==> src/rtl/tag_guard_pkg.sv <==
package tag_guard_pkg;

  // Source of the tag written into a line.
  typedef enum logic [1:0] {
    SRC_FILL = 2'd0,
    SRC_LO   = 2'd1,
    SRC_HI   = 2'd2,
    SRC_DROP = 2'd3
  } wrSrc_e;

  // Control-to-datapath strobes.
  typedef struct packed {
    logic   wrEn;
    wrSrc_e wrSrc;
  } ctlStrobe_t;

  typedef enum logic {
    ST_IDLE  = 1'b0,
    ST_CHECK = 1'b1
  } ctlState_e;

endpackage

==> src/rtl/tag_guard_dp.sv <==
module tag_guard_dp
  import tag_guard_pkg::*;
#(
  parameter int SETS  = 8,
  parameter int WAYS  = 2,
  parameter int TAG_W = 8,
  localparam int SET_W  = $clog2(SETS),
  localparam int WAY_W  = (WAYS > 1) ? $clog2(WAYS) : 1,
  localparam int FLIP_W = $clog2(TAG_W + 1)
) (
  input  logic              clk,
  input  logic              rstN,
  input  ctlStrobe_t        strobe,
  input  logic [SET_W-1:0]  wrSet,
  input  logic [WAY_W-1:0]  wrWay,
  input  logic [TAG_W-1:0]  fillTag,
  input  logic [SET_W-1:0]  lookSet,
  input  logic [TAG_W-1:0]  lookTag,
  input  logic              flipEn,
  input  logic [SET_W-1:0]  flipSet,
  input  logic [WAY_W-1:0]  flipWay,
  input  logic [FLIP_W-1:0] flipBit,
  output logic [WAYS-1:0]   errVec,
  output logic [WAYS-1:0]   hitVec,
  output logic [WAYS-1:0]   canLoVec,
  output logic [WAYS-1:0]   canHiVec
);

  typedef struct packed {
    logic             valid;
    logic             par;
    logic             sameLo;
    logic             sameHi;
    logic [TAG_W-1:0] tag;
  } line_t;

  line_t mem [SETS][WAYS];

  function automatic logic [SET_W-1:0] prevSet(input logic [SET_W-1:0] s);
    return (s == '0) ? SET_W'(SETS - 1) : s - 1'b1;
  endfunction

  function automatic logic [SET_W-1:0] nextSet(input logic [SET_W-1:0] s);
    return (s == SET_W'(SETS - 1)) ? '0 : s + 1'b1;
  endfunction

  function automatic logic lineOk(input line_t l);
    return l.valid && ((^l.tag) == l.par);
  endfunction

  // Lookup-side view of the addressed set and its neighbours
  always_comb begin
    for (int w = 0; w < WAYS; w++) begin
      line_t cur, lo, hi;
      cur = mem[lookSet][w];
      lo  = mem[prevSet(lookSet)][w];
      hi  = mem[nextSet(lookSet)][w];
      errVec[w]   = cur.valid && ((^cur.tag) != cur.par);
      hitVec[w]   = lineOk(cur) && (cur.tag == lookTag);
      canLoVec[w] = cur.sameLo && lineOk(lo);
      canHiVec[w] = cur.sameHi && lineOk(hi);
    end
  end

  // Write side: new line contents and neighbour comparison
  logic [SET_W-1:0] wrLoSet, wrHiSet;
  line_t            wLo, wHi;
  logic [TAG_W-1:0] newTag;
  logic             newValid, eqLo, eqHi;
  logic [TAG_W:0]   flipMask;

  assign wrLoSet  = prevSet(wrSet);
  assign wrHiSet  = nextSet(wrSet);
  assign wLo      = mem[wrLoSet][wrWay];
  assign wHi      = mem[wrHiSet][wrWay];
  assign flipMask = (TAG_W + 1)'(1) << flipBit;

  always_comb begin
    unique case (strobe.wrSrc)
      SRC_FILL: newTag = fillTag;
      SRC_LO:   newTag = wLo.tag;
      SRC_HI:   newTag = wHi.tag;
      default:  newTag = '0;
    endcase
    newValid = (strobe.wrSrc != SRC_DROP);
    eqLo     = newValid && lineOk(wLo) && (wLo.tag == newTag);
    eqHi     = newValid && lineOk(wHi) && (wHi.tag == newTag);
  end

  always_ff @(posedge clk) begin
    if (!rstN) begin
      for (int s = 0; s < SETS; s++)
        for (int w = 0; w < WAYS; w++)
          mem[s][w] <= '0;
    end else begin
      if (flipEn) begin
        mem[flipSet][flipWay].tag <= mem[flipSet][flipWay].tag ^ flipMask[TAG_W-1:0];
        mem[flipSet][flipWay].par <= mem[flipSet][flipWay].par ^ flipMask[TAG_W];
      end
      if (strobe.wrEn) begin
        mem[wrSet][wrWay]          <= '{valid: newValid, par: ^newTag,
                                        sameLo: eqLo, sameHi: eqHi, tag: newTag};
        mem[wrLoSet][wrWay].sameHi <= eqLo;
        mem[wrHiSet][wrWay].sameLo <= eqHi;
      end
    end
  end

  // Assertion support: remember the last clean write
  logic             lastWr;
  logic [SET_W-1:0] lastSet;
  logic [WAY_W-1:0] lastWay;
  line_t            lastLine;

  always_ff @(posedge clk) begin
    if (!rstN) begin
      lastWr  <= 1'b0;
      lastSet <= '0;
      lastWay <= '0;
    end else begin
      lastWr  <= strobe.wrEn && (strobe.wrSrc != SRC_DROP) &&
                 !(flipEn && (flipSet == wrSet) && (flipWay == wrWay));
      lastSet <= wrSet;
      lastWay <= wrWay;
    end
  end
  assign lastLine = mem[lastSet][lastWay];

  // a written line comes out valid with matching parity
  assert_fresh_parity_R4: assert property (@(posedge clk) disable iff (!rstN)
    lastWr |-> (lastLine.valid && ((^lastLine.tag) == lastLine.par)));

  // facing flags of adjacent sets always agree
  for (genvar s = 0; s < SETS; s++) begin : gPair
    for (genvar w = 0; w < WAYS; w++) begin : gWay
      assert_flag_pair_R5: assert property (@(posedge clk) disable iff (!rstN)
        mem[s][w].sameHi == mem[(s + 1) % SETS][w].sameLo);
    end
  end

endmodule

==> src/rtl/tag_guard_ctl.sv <==
module tag_guard_ctl
  import tag_guard_pkg::*;
#(
  parameter int SETS  = 8,
  parameter int WAYS  = 2,
  parameter int TAG_W = 8,
  localparam int SET_W = $clog2(SETS),
  localparam int WAY_W = (WAYS > 1) ? $clog2(WAYS) : 1
) (
  input  logic             clk,
  input  logic             rstN,
  input  logic             fillValid,
  input  logic [SET_W-1:0] fillSet,
  input  logic [WAY_W-1:0] fillWay,
  input  logic             lookupValid,
  input  logic [SET_W-1:0] lookupSet,
  input  logic [TAG_W-1:0] lookupTag,
  input  logic [WAYS-1:0]  errVec,
  input  logic [WAYS-1:0]  hitVec,
  input  logic [WAYS-1:0]  canLoVec,
  input  logic [WAYS-1:0]  canHiVec,
  output ctlStrobe_t       strobe,
  output logic [SET_W-1:0] wrSet,
  output logic [WAY_W-1:0] wrWay,
  output logic [SET_W-1:0] lookSet,
  output logic [TAG_W-1:0] lookTag,
  output logic             lookupReady,
  output logic             lookupDone,
  output logic             lookupHit,
  output logic [WAY_W-1:0] lookupWay,
  output logic             corrected,
  output logic             uncorrectable
);

  ctlState_e        state;
  logic [SET_W-1:0] reqSet;
  logic [TAG_W-1:0] reqTag;
  logic [WAY_W-1:0] errWay, hitWay;
  logic             anyErr, anyHit, canFix;

  assign lookSet     = reqSet;
  assign lookTag     = reqTag;
  assign lookupReady = (state == ST_IDLE);
  assign anyErr      = |errVec;
  assign anyHit      = |hitVec;
  assign canFix      = canLoVec[errWay] || canHiVec[errWay];

  // Lowest-numbered way with an error / with a hit
  always_comb begin
    errWay = '0;
    hitWay = '0;
    for (int w = WAYS - 1; w >= 0; w--) begin
      if (errVec[w]) errWay = WAY_W'(w);
      if (hitVec[w]) hitWay = WAY_W'(w);
    end
  end

  // Write-port arbitration: fill first, then repair or drop
  always_comb begin
    strobe.wrEn  = 1'b0;
    strobe.wrSrc = SRC_FILL;
    wrSet        = fillSet;
    wrWay        = fillWay;
    if (fillValid) begin
      strobe.wrEn = 1'b1;
    end else if (state == ST_CHECK && anyErr) begin
      strobe.wrEn  = 1'b1;
      wrSet        = reqSet;
      wrWay        = errWay;
      strobe.wrSrc = canLoVec[errWay] ? SRC_LO :
                     canHiVec[errWay] ? SRC_HI : SRC_DROP;
    end
  end

  always_ff @(posedge clk) begin
    if (!rstN) begin
      state         <= ST_IDLE;
      reqSet        <= '0;
      reqTag        <= '0;
      lookupDone    <= 1'b0;
      lookupHit     <= 1'b0;
      lookupWay     <= '0;
      corrected     <= 1'b0;
      uncorrectable <= 1'b0;
    end else begin
      lookupDone    <= 1'b0;
      corrected     <= 1'b0;
      uncorrectable <= 1'b0;
      unique case (state)
        ST_IDLE: begin
          if (lookupValid) begin
            reqSet <= lookupSet;
            reqTag <= lookupTag;
            state  <= ST_CHECK;
          end
        end
        ST_CHECK: begin
          if (fillValid) begin
            state <= ST_CHECK;
          end else if (anyErr) begin
            corrected     <= canFix;
            uncorrectable <= !canFix;
          end else begin
            lookupDone <= 1'b1;
            lookupHit  <= anyHit;
            lookupWay  <= anyHit ? hitWay : '0;
            state      <= ST_IDLE;
          end
        end
        default: state <= ST_IDLE;
      endcase
    end
  end

  // the two error reports never coincide
  assert_status_excl_R6: assert property (@(posedge clk) disable iff (!rstN)
    !(corrected && uncorrectable));

  // a repair cycle is never also the result cycle
  assert_repair_delays_R7: assert property (@(posedge clk) disable iff (!rstN)
    (corrected || uncorrectable) |-> !lookupDone);

  // an accepted lookup makes the port busy
  assert_busy_after_accept_R10: assert property (@(posedge clk) disable iff (!rstN)
    (lookupValid && lookupReady) |=> !lookupReady);

  // a result follows a busy cycle
  assert_done_after_busy_R2: assert property (@(posedge clk) disable iff (!rstN)
    lookupDone |-> !$past(lookupReady));

endmodule

==> src/rtl/neighbor_tag_guard.sv <==
module neighbor_tag_guard
  import tag_guard_pkg::*;
#(
  parameter int SETS  = 8,
  parameter int WAYS  = 2,
  parameter int TAG_W = 8,
  localparam int SET_W  = $clog2(SETS),
  localparam int WAY_W  = (WAYS > 1) ? $clog2(WAYS) : 1,
  localparam int FLIP_W = $clog2(TAG_W + 1)
) (
  input  logic              clk,
  input  logic              rstN,
  input  logic              fillValid,
  input  logic [SET_W-1:0]  fillSet,
  input  logic [WAY_W-1:0]  fillWay,
  input  logic [TAG_W-1:0]  fillTag,
  input  logic              lookupValid,
  input  logic [SET_W-1:0]  lookupSet,
  input  logic [TAG_W-1:0]  lookupTag,
  output logic              lookupReady,
  output logic              lookupDone,
  output logic              lookupHit,
  output logic [WAY_W-1:0]  lookupWay,
  output logic              corrected,
  output logic              uncorrectable,
  input  logic              flipEn,
  input  logic [SET_W-1:0]  flipSet,
  input  logic [WAY_W-1:0]  flipWay,
  input  logic [FLIP_W-1:0] flipBit
);

  ctlStrobe_t       strobe;
  logic [SET_W-1:0] wrSet, lookSet;
  logic [WAY_W-1:0] wrWay;
  logic [TAG_W-1:0] lookTag;
  logic [WAYS-1:0]  errVec, hitVec, canLoVec, canHiVec;

  tag_guard_ctl #(.SETS(SETS), .WAYS(WAYS), .TAG_W(TAG_W)) uCtl (
    .clk(clk), .rstN(rstN),
    .fillValid(fillValid), .fillSet(fillSet), .fillWay(fillWay),
    .lookupValid(lookupValid), .lookupSet(lookupSet), .lookupTag(lookupTag),
    .errVec(errVec), .hitVec(hitVec), .canLoVec(canLoVec), .canHiVec(canHiVec),
    .strobe(strobe), .wrSet(wrSet), .wrWay(wrWay),
    .lookSet(lookSet), .lookTag(lookTag),
    .lookupReady(lookupReady), .lookupDone(lookupDone),
    .lookupHit(lookupHit), .lookupWay(lookupWay),
    .corrected(corrected), .uncorrectable(uncorrectable)
  );

  tag_guard_dp #(.SETS(SETS), .WAYS(WAYS), .TAG_W(TAG_W)) uDp (
    .clk(clk), .rstN(rstN),
    .strobe(strobe), .wrSet(wrSet), .wrWay(wrWay), .fillTag(fillTag),
    .lookSet(lookSet), .lookTag(lookTag),
    .flipEn(flipEn), .flipSet(flipSet), .flipWay(flipWay), .flipBit(flipBit),
    .errVec(errVec), .hitVec(hitVec), .canLoVec(canLoVec), .canHiVec(canHiVec)
  );

endmodule

==> config.mk <==
export PLATFORM = sky130hd
export DESIGN_NAME = neighbor_tag_guard
export DESIGN_NICKNAME = d
export VERILOG_FILES = /design/src/rtl/tag_guard_pkg.sv /design/src/rtl/tag_guard_dp.sv /design/src/rtl/tag_guard_ctl.sv /design/src/rtl/neighbor_tag_guard.sv
export SDC_FILE = /design/constraint.sdc
export NUM_CORES = 1
export LEC_CHECK = 0
export BUFFER_PORTS_ARGS = -buffer_cell sky130_fd_sc_hd__clkbuf_2
export CAP_MARGIN = 20
export CORE_ASPECT_RATIO = 0.7
export CORE_MARGIN = 5
export CORE_UTILIZATION = 25
export DETAILED_ROUTE_END_ITERATION = 10
export GPL_TIMING_DRIVEN = 1
export PLACE_DENSITY_LB_ADDON = 0.25
export REMOVE_ABC_BUFFERS = 1
export SETUP_SLACK_MARGIN = 0.3
export SLEW_MARGIN = 10
export SYNTH_ARGS = -nofsm -noshare
export SYNTH_HDL_FRONTEND = slang
export SYNTH_HIERARCHICAL = 1
export SYNTH_SLANG_ARGS = --single-unit
==> constraint.sdc <==
create_clock -name clk -period 7.5 [get_ports clk]
set_clock_uncertainty 0.2 [all_clocks]
set_input_delay 0.75 -clock clk [delete_from_list [all_inputs] [get_ports clk]]
set_output_delay 0.75 -clock clk [all_outputs]
set_load 0.1 [all_outputs]
==> results of run 1 <==
power by group:
part,internal [W],switching (W)
Sequential,0.00135,0.0000719
Combinational,0.00143,0.00210
Clock,0.000605,0.000557
cell families (layout without fill, tap and decap cells):
group / count (synthesis) / count (layout) / synth area share
AO/OA/AOI/OAI: 640 / 640 / 0.2312
AND/OR/NAND/NOR: 544 / 545 / 0.1415
multiplexers: 232 / 232 / 0.1831
buffers and inverters: 211 / 569 / 0.05077
flip-flops: 209 / 209 / 0.3197
XOR/XNOR: 143 / 143 / 0.06852
adder cells (fa/ha/maj): 8 / 8 / 0.005241
other: 0 / 6 / 0
state kept, by name (all words and copies together) (netlist names):
| register | cells |
|---|---|
| uCtl/lookupWay | 1 |
| uCtl/lookupHit | 1 |
| uCtl/uncorrectable | 1 |
| uCtl/lookSet | 3 |
| uCtl/corrected | 1 |
| uDp/mem | 192 |
| uCtl/state | 1 |
| uCtl/lookupDone | 1 |
| uCtl/lookTag | 8 |
repair_timing:
item,CTS,global route
gates cloned,0,4
setup endpoints to repair,64,50
buffers inserted,2,12
gates resized for setup,19,34
pin swaps,2,11
hold buffers,0,0
worst max-delay path, delay by kind of cell, from the launching register on:
| kind | cells | cell delay (ns) |
|---|---|---|
| adder cells (fa/ha/maj) | 1 | 0.27 |
| AO/OA/AOI/OAI | 8 | 1.79 |
| multiplexers | 3 | 1.17 |
| buffers and inverters | 10 | 1.86 |
| AND/OR/NAND/NOR | 3 | 0.49 |
| XOR/XNOR | 4 | 0.64 |
| flip-flops | 1 | 0.43 |
worst paths after layout:
kind | start | to | cells after the start | slack (ns)
max | uCtl/lookSet[0] | uDp/mem[6][8] | 29 | 0.41
min | lookupTag[5] | uCtl/lookTag[5] | 3 | 0.19
min reg2reg | uCtl/lookupWay | uCtl/lookupWay | 2 | 0.27
max reg2reg | uCtl/lookSet[0] | uDp/mem[6][8] | 29 | 0.41
layout by cell type (no fill, tap or decap), types with 34 or more instances in the layout:
cell type / instances
a211oi_1: 45
a22oi_1: 36
nand2_1: 157
a31oi_1: 34
nand3_1: 95
clkbuf_2: 42
xnor2_1: 92
o22ai_1: 175
a21oi_1: 75
mux4_2: 89
buf_4: 433
nor2_1: 107
o21ai_0: 67
mux2i_1: 99
edfxtp_1: 192
xor2_1: 42
nor3_1: 37
mux2_2: 34
metrics by stage:
stage	power [W]	worst slack, ns	util	TNS (ns)	hold WS, ns
after floorplan	0.003020	-4.838	-	-901.01	0.2727
after global placement	0.004690	-0.1522	0.3100	-2.217	0.2500
after detailed placement	0.004681	-0.1082	0.3100	-2.002	0.2608
after CTS	0.005881	0.2813	0.3213	0	0.1634
after global routing	0.006261	0.2508	0.3260	0	0.1860
final	0.006109	0.4116	0.3262	0	0.1874
layout make-up:
class / instances / area share
timing repair buffer: 507 / 0.1665
clock inverter: 9 / 0.003507
multi-input combinational: 1568 / 0.5021
clock buffer: 35 / 0.02608
tap: 989 / 0.05027
sequential: 209 / 0.2483
inverter: 18 / 0.002745
antenna: 6 / 0.0006100
per-layer routing:
metal / GRT usage / up-vias
li1: - / 8568
met1: 0.4200 / 10690
met2: 0.3749 / 1716
met3: 0.1402 / 241
met4: 0.06250 / 4
met5: 0 / -
==> out/qor.yml, run 1 <==
period_share: 0.9451
portBuffers: 41
ys_ff_latch: 209
instances_no_fill: 3341
critPathSlowestCell: "mux4_2"
drv_slew: 0
syn2layout_area_growth_pct: 28.87
wl_um: 123700
yosysSeqAreaShare: 0.3197
clock-sinks: 209
min_path_type: "primary input to register"
synthCells: 1987
dieHeight_um: 241.3
yosys.area.top_type: "edfxtp_1"
dieWidth_um: 340.4
antenna_left: 0
multi_input_area_mm2: 0.01236
drtPass1Iterations: 6
yosysWarnings: 6
drc: 0
synthFlopType: "edfxtp_1"
endpoint_kind: "register"
yosysUniqueCellTypes: 99
hold_viol: 0
crit_fanout: 10
track_usage: 0.2869
cp.required_ns: 7.70
overflow: 0
fill_cells: 7835
clock-root-buffer: "clkbuf_16"
slew_headroom: 0.2339
final_nets: 2372
hpwl_um: 94400
clk_path_buf_depth: 3
seq_area_mm2: 0.006111
cp-start-kind: "register"
cp_common_cell: "buf_4"
tightest_slew_ns: 1.120
core_area_mm2: 0.07546
p_leak_nw: 9.119
num_io_pins: 42
async_reset_ff_frac: 0
htreeDepth: 1
dieArea_mm2: 0.08212
critical_path_class: "register to register"
outcome: "finished clean"
cts_tree: "yes"
avgSynthCellArea_um2: 9.613
stdcell_area_mm2: 0.02461
power-per-cell-area_mw_per_mm2: 248.2
grt_max_degree: 44
gp_routability_congestion: 1.077
rsz0062_at_grt: "no"
num_rows: 84
place_inst: 3273
vdd_drop_max_v: 0.0001651
dr.max_layer_used: "met5"
yosys-top-cells-count: "192 x edfxtp_1, 176 x o22ai_1, 157 x nand2_1, 120 x clkbuf_1, 110 x nor2_1"
setup_violations: 0
grt_pass1_wl_um: 166500
synth.top_cells.by_area: "edfxtp_1 30%, mux4_2 10%, o22ai_1 5.8%"
drt_iter0_drc: 3281
cts-buffers-inserted: 24
wl_per_cell_um: 37.04
slowest_delay_ns: 0.50
max_freq_ghz: 0.1411
antenna_found_initial: 13
drive_gt1_frac: 0.3210
synth_most_common_cell: "edfxtp_1"
cap_violations: 0
initial_core_util: 0.2531
synth_top_cell_area_share: 0.3018
clk_pin_slew_worst_paths_ns: 0.07
num_vias: 21220
via_per_inst: 6.350
syn_area_mm2: 0.01910
met1Wirelength_um: 53850
wl_met2_um: 45850
cp.arrival_ns: 7.29
clk_latency_ns: 0.61
synth_edf_count: 192
placed_cell_area_mm2: 0.02339
grt_pass1_vias: 19670
wl_met3_um: 20450
min_period_ns: 7.088
Power figures use the tool's default switching activity.
==> inputs of run 2 (changes only) <==
--- a/config.mk
+++ b/config.mk
@@ -12,7 +12,7 @@
 export CORE_UTILIZATION = 25
 export DETAILED_ROUTE_END_ITERATION = 10
 export GPL_TIMING_DRIVEN = 1
-export PLACE_DENSITY_LB_ADDON = 0.25
+export PLACE_DENSITY = 0.41
 export REMOVE_ABC_BUFFERS = 1
 export SETUP_SLACK_MARGIN = 0.3
 export SLEW_MARGIN = 10
==> run 2 against run 1 <==
Net effect: final area fell by 0.20%; hold slack gained 0.031 ns; combinational power up 2%; largest power group unchanged; highest routed layer unchanged.
==> out/qor.yml, run 2 (same netlist as run 1, synthesis figures left out) <==
drt_iter0_drc: 3313  # +0.98%
drv_slew: 0  # unchanged
p_leak_nw: 9.073  # -0.51%
min_period_ns: 7.098  # +0.009135 ns
via_per_inst: 6.304  # -0.72%
clk_latency_ns: 0.58  # -0.03 ns
num_io_pins: 42  # unchanged
overflow: 0  # unchanged
clock-root-buffer: "clkbuf_16"
clk_pin_slew_worst_paths_ns: 0.06  # about the same
outcome: "finished clean"
setup_violations: 0  # unchanged
wl_per_cell_um: 35.84  # -3.2%
vdd_drop_max_v: 0.0001592  # -3.6%
dieWidth_um: 340.4  # unchanged
finalPower_w: 0.006154  # +0.73%
fill_cells: 7859  # +0.31%
largest_register_ffs: 192  # unchanged
drive_gt1_frac: 0.3247  # +0.003759
r2r_slack_ns: 0.40  # about the same
drtPass1Iterations: 6  # unchanged
hold_path_depth: 3  # unchanged
worstHoldEndpoint: "uCtl/lookTag[7]"
clock-sinks: 209  # unchanged
cts_tree: "yes"
hold_viol: 0  # unchanged
min-delay-start: "lookupTag[7]"
clk_path_buf_depth: 3  # unchanged
cp_common_cell: "buf_4"
hold_buffers: 0  # unchanged
min_path_type: "primary input to register"
dieHeight_um: 241.3  # unchanged
period_share: 0.9463  # +0.001218
rr_endpoint: "uDp/mem[4][21]"
grt_pass1_vias: 19120  # -2.8%
initial_core_util: 0.2531  # unchanged
antenna_found_initial: 12  # -1
slew_headroom: 0.2382  # +0.004246
antenna_left: 0  # unchanged
gp_routability_congestion: 1.052  # -2.3%
grt_max_degree: 59  # +34%
grt_pass1_wl_um: 159400  # -4.3%
largest_register: "uDp/mem"
num_rows: 84  # unchanged
slowest_delay_ns: 0.53  # +0.03 ns
instances_no_fill: 3317  # -0.72%
reg2reg_depth: 28  # -3.4%
r2r_start: "uCtl/lookSet[0]"
syn2layout_area_growth_pct: 28.61
final_common_cell: "buf_4"
placed_cell_area_mm2: 0.02308  # -1.3%
num_vias: 20910  # -1.4%
stdcell_area_mm2: 0.02457  # -0.20%
critPathSlowestCell: "mux4_2"
power-per-cell-area_mw_per_mm2: 250.5  # +0.93%
rsz0062_at_grt: "no"
final_nets: 2352  # -0.84%
portBuffers: 41  # unchanged
critical_path_class: "register to register"
crit_fanout: 8  # -2
max_freq_ghz: 0.1409  # -0.13%
place_inst: 3235  # -1.2%
cp.required_ns: 7.62  # -0.08 ns
dieArea_mm2: 0.08212  # unchanged
hpwl_um: 90570  # -4.1%
core_area_mm2: 0.07546  # unchanged
endpoint_kind: "register"
cts-buffers-inserted: 23  # -4.2%
drc: 0  # unchanged
mostFrequentLayoutCells: "407 x buf_4, 192 x edfxtp_1, 175 x o22ai_1"
tightest_slew_ns: 1.135  # +0.01444 ns
cp.arrival_ns: 7.21  # -0.08 ns
track_usage: 0.2738  # -0.01313
htreeDepth: 1  # unchanged
cap_violations: 0  # unchanged
cp-start-kind: "register"
wl_um: 118900  # -3.9%
run 2: worst max-delay path, delay by kind of cell (launching register included):
family          cells  cell delay, ns
compound gates      4            0.75
xor+xnor            6            1.79
buf+inv             8            1.02
flops               1            0.42
mux                 5            1.90
simple gates        5            0.71
run 2: stage by stage:
step	worst slack, ns	TNS, ns	hold WS, ns	util
floorplan	-4.838	-901.01	0.2727	-
global placement	-0.2799	-5.454	0.2460	0.3058
CTS	0.3092	0	0.1932	0.3171
finish	0.4024	0	0.2180	0.3255
global route	0.2867	0	0.2159	0.3254
detailed placement	-0.3322	-10.07	0.2613	0.3058
run 2: cell type report:
type	instances	area (µm²)	share of cell area
Sequential cell	209	6111	0.2488
Antenna cell	3	7.507	0.0003056
Timing Repair Buffer	488	3960	0.1612
Clock buffer	34	636.9	0.02592
Clock inverter	8	48.80	0.001986
Tap cell	989	1237	0.05037
Multi-Input combinational cell	1568	12490	0.5085
Inverter	18	72.57	0.002954
run 2: worst max path at each step:
stage                     from             end  slack [ns]
2_1_floorplan  uCtl/lookSet[0]   uDp/mem[0][9]       -4.84
6_report       uCtl/lookSet[0]  uDp/mem[4][21]        0.40
3_3_place_gp   uCtl/lookSet[0]  uDp/mem[4][21]       -0.28
5_1_grt        uCtl/lookSet[0]  uDp/mem[4][21]        0.29
4_1_cts        uCtl/lookSet[0]   uDp/mem[1][9]        0.31
3_5_place_dp   uCtl/lookSet[0]  uDp/mem[4][21]       -0.33
run 2: power by group:
group / total, W / internal [W] / leakage, nW / switching [W]
combinational: 0.00359 / 0.00148 / 6.60 / 0.00211
sequential: 0.00146 / 0.00135 / 2.13 / 0.000113
clock: 0.00110 / 0.000589 / 0.336 / 0.000514
total: 0.00615 / 0.00342 / 9.07 / 0.00273
run 2: timing repair:
action                                 4_1_cts  5_1_grt
setup buffers                                3       31
gates cloned                                 0        1
resized for setup                           25       75
setup endpoints to repair                   67       57
endpoints found under the hold margin        0        0
pin swaps                                    2       19
run 2: metal layers:
layer | vias up | share of wire | track usage
li1 | 8501 | - | -
met1 | 10610 | 0.44 | 0.4056
met5 | - | 0.00034 | 0
met2 | 1574 | 0.38 | 0.3677
met4 | 8 | 0.030 | 0.06338
met3 | 223 | 0.15 | 0.1109
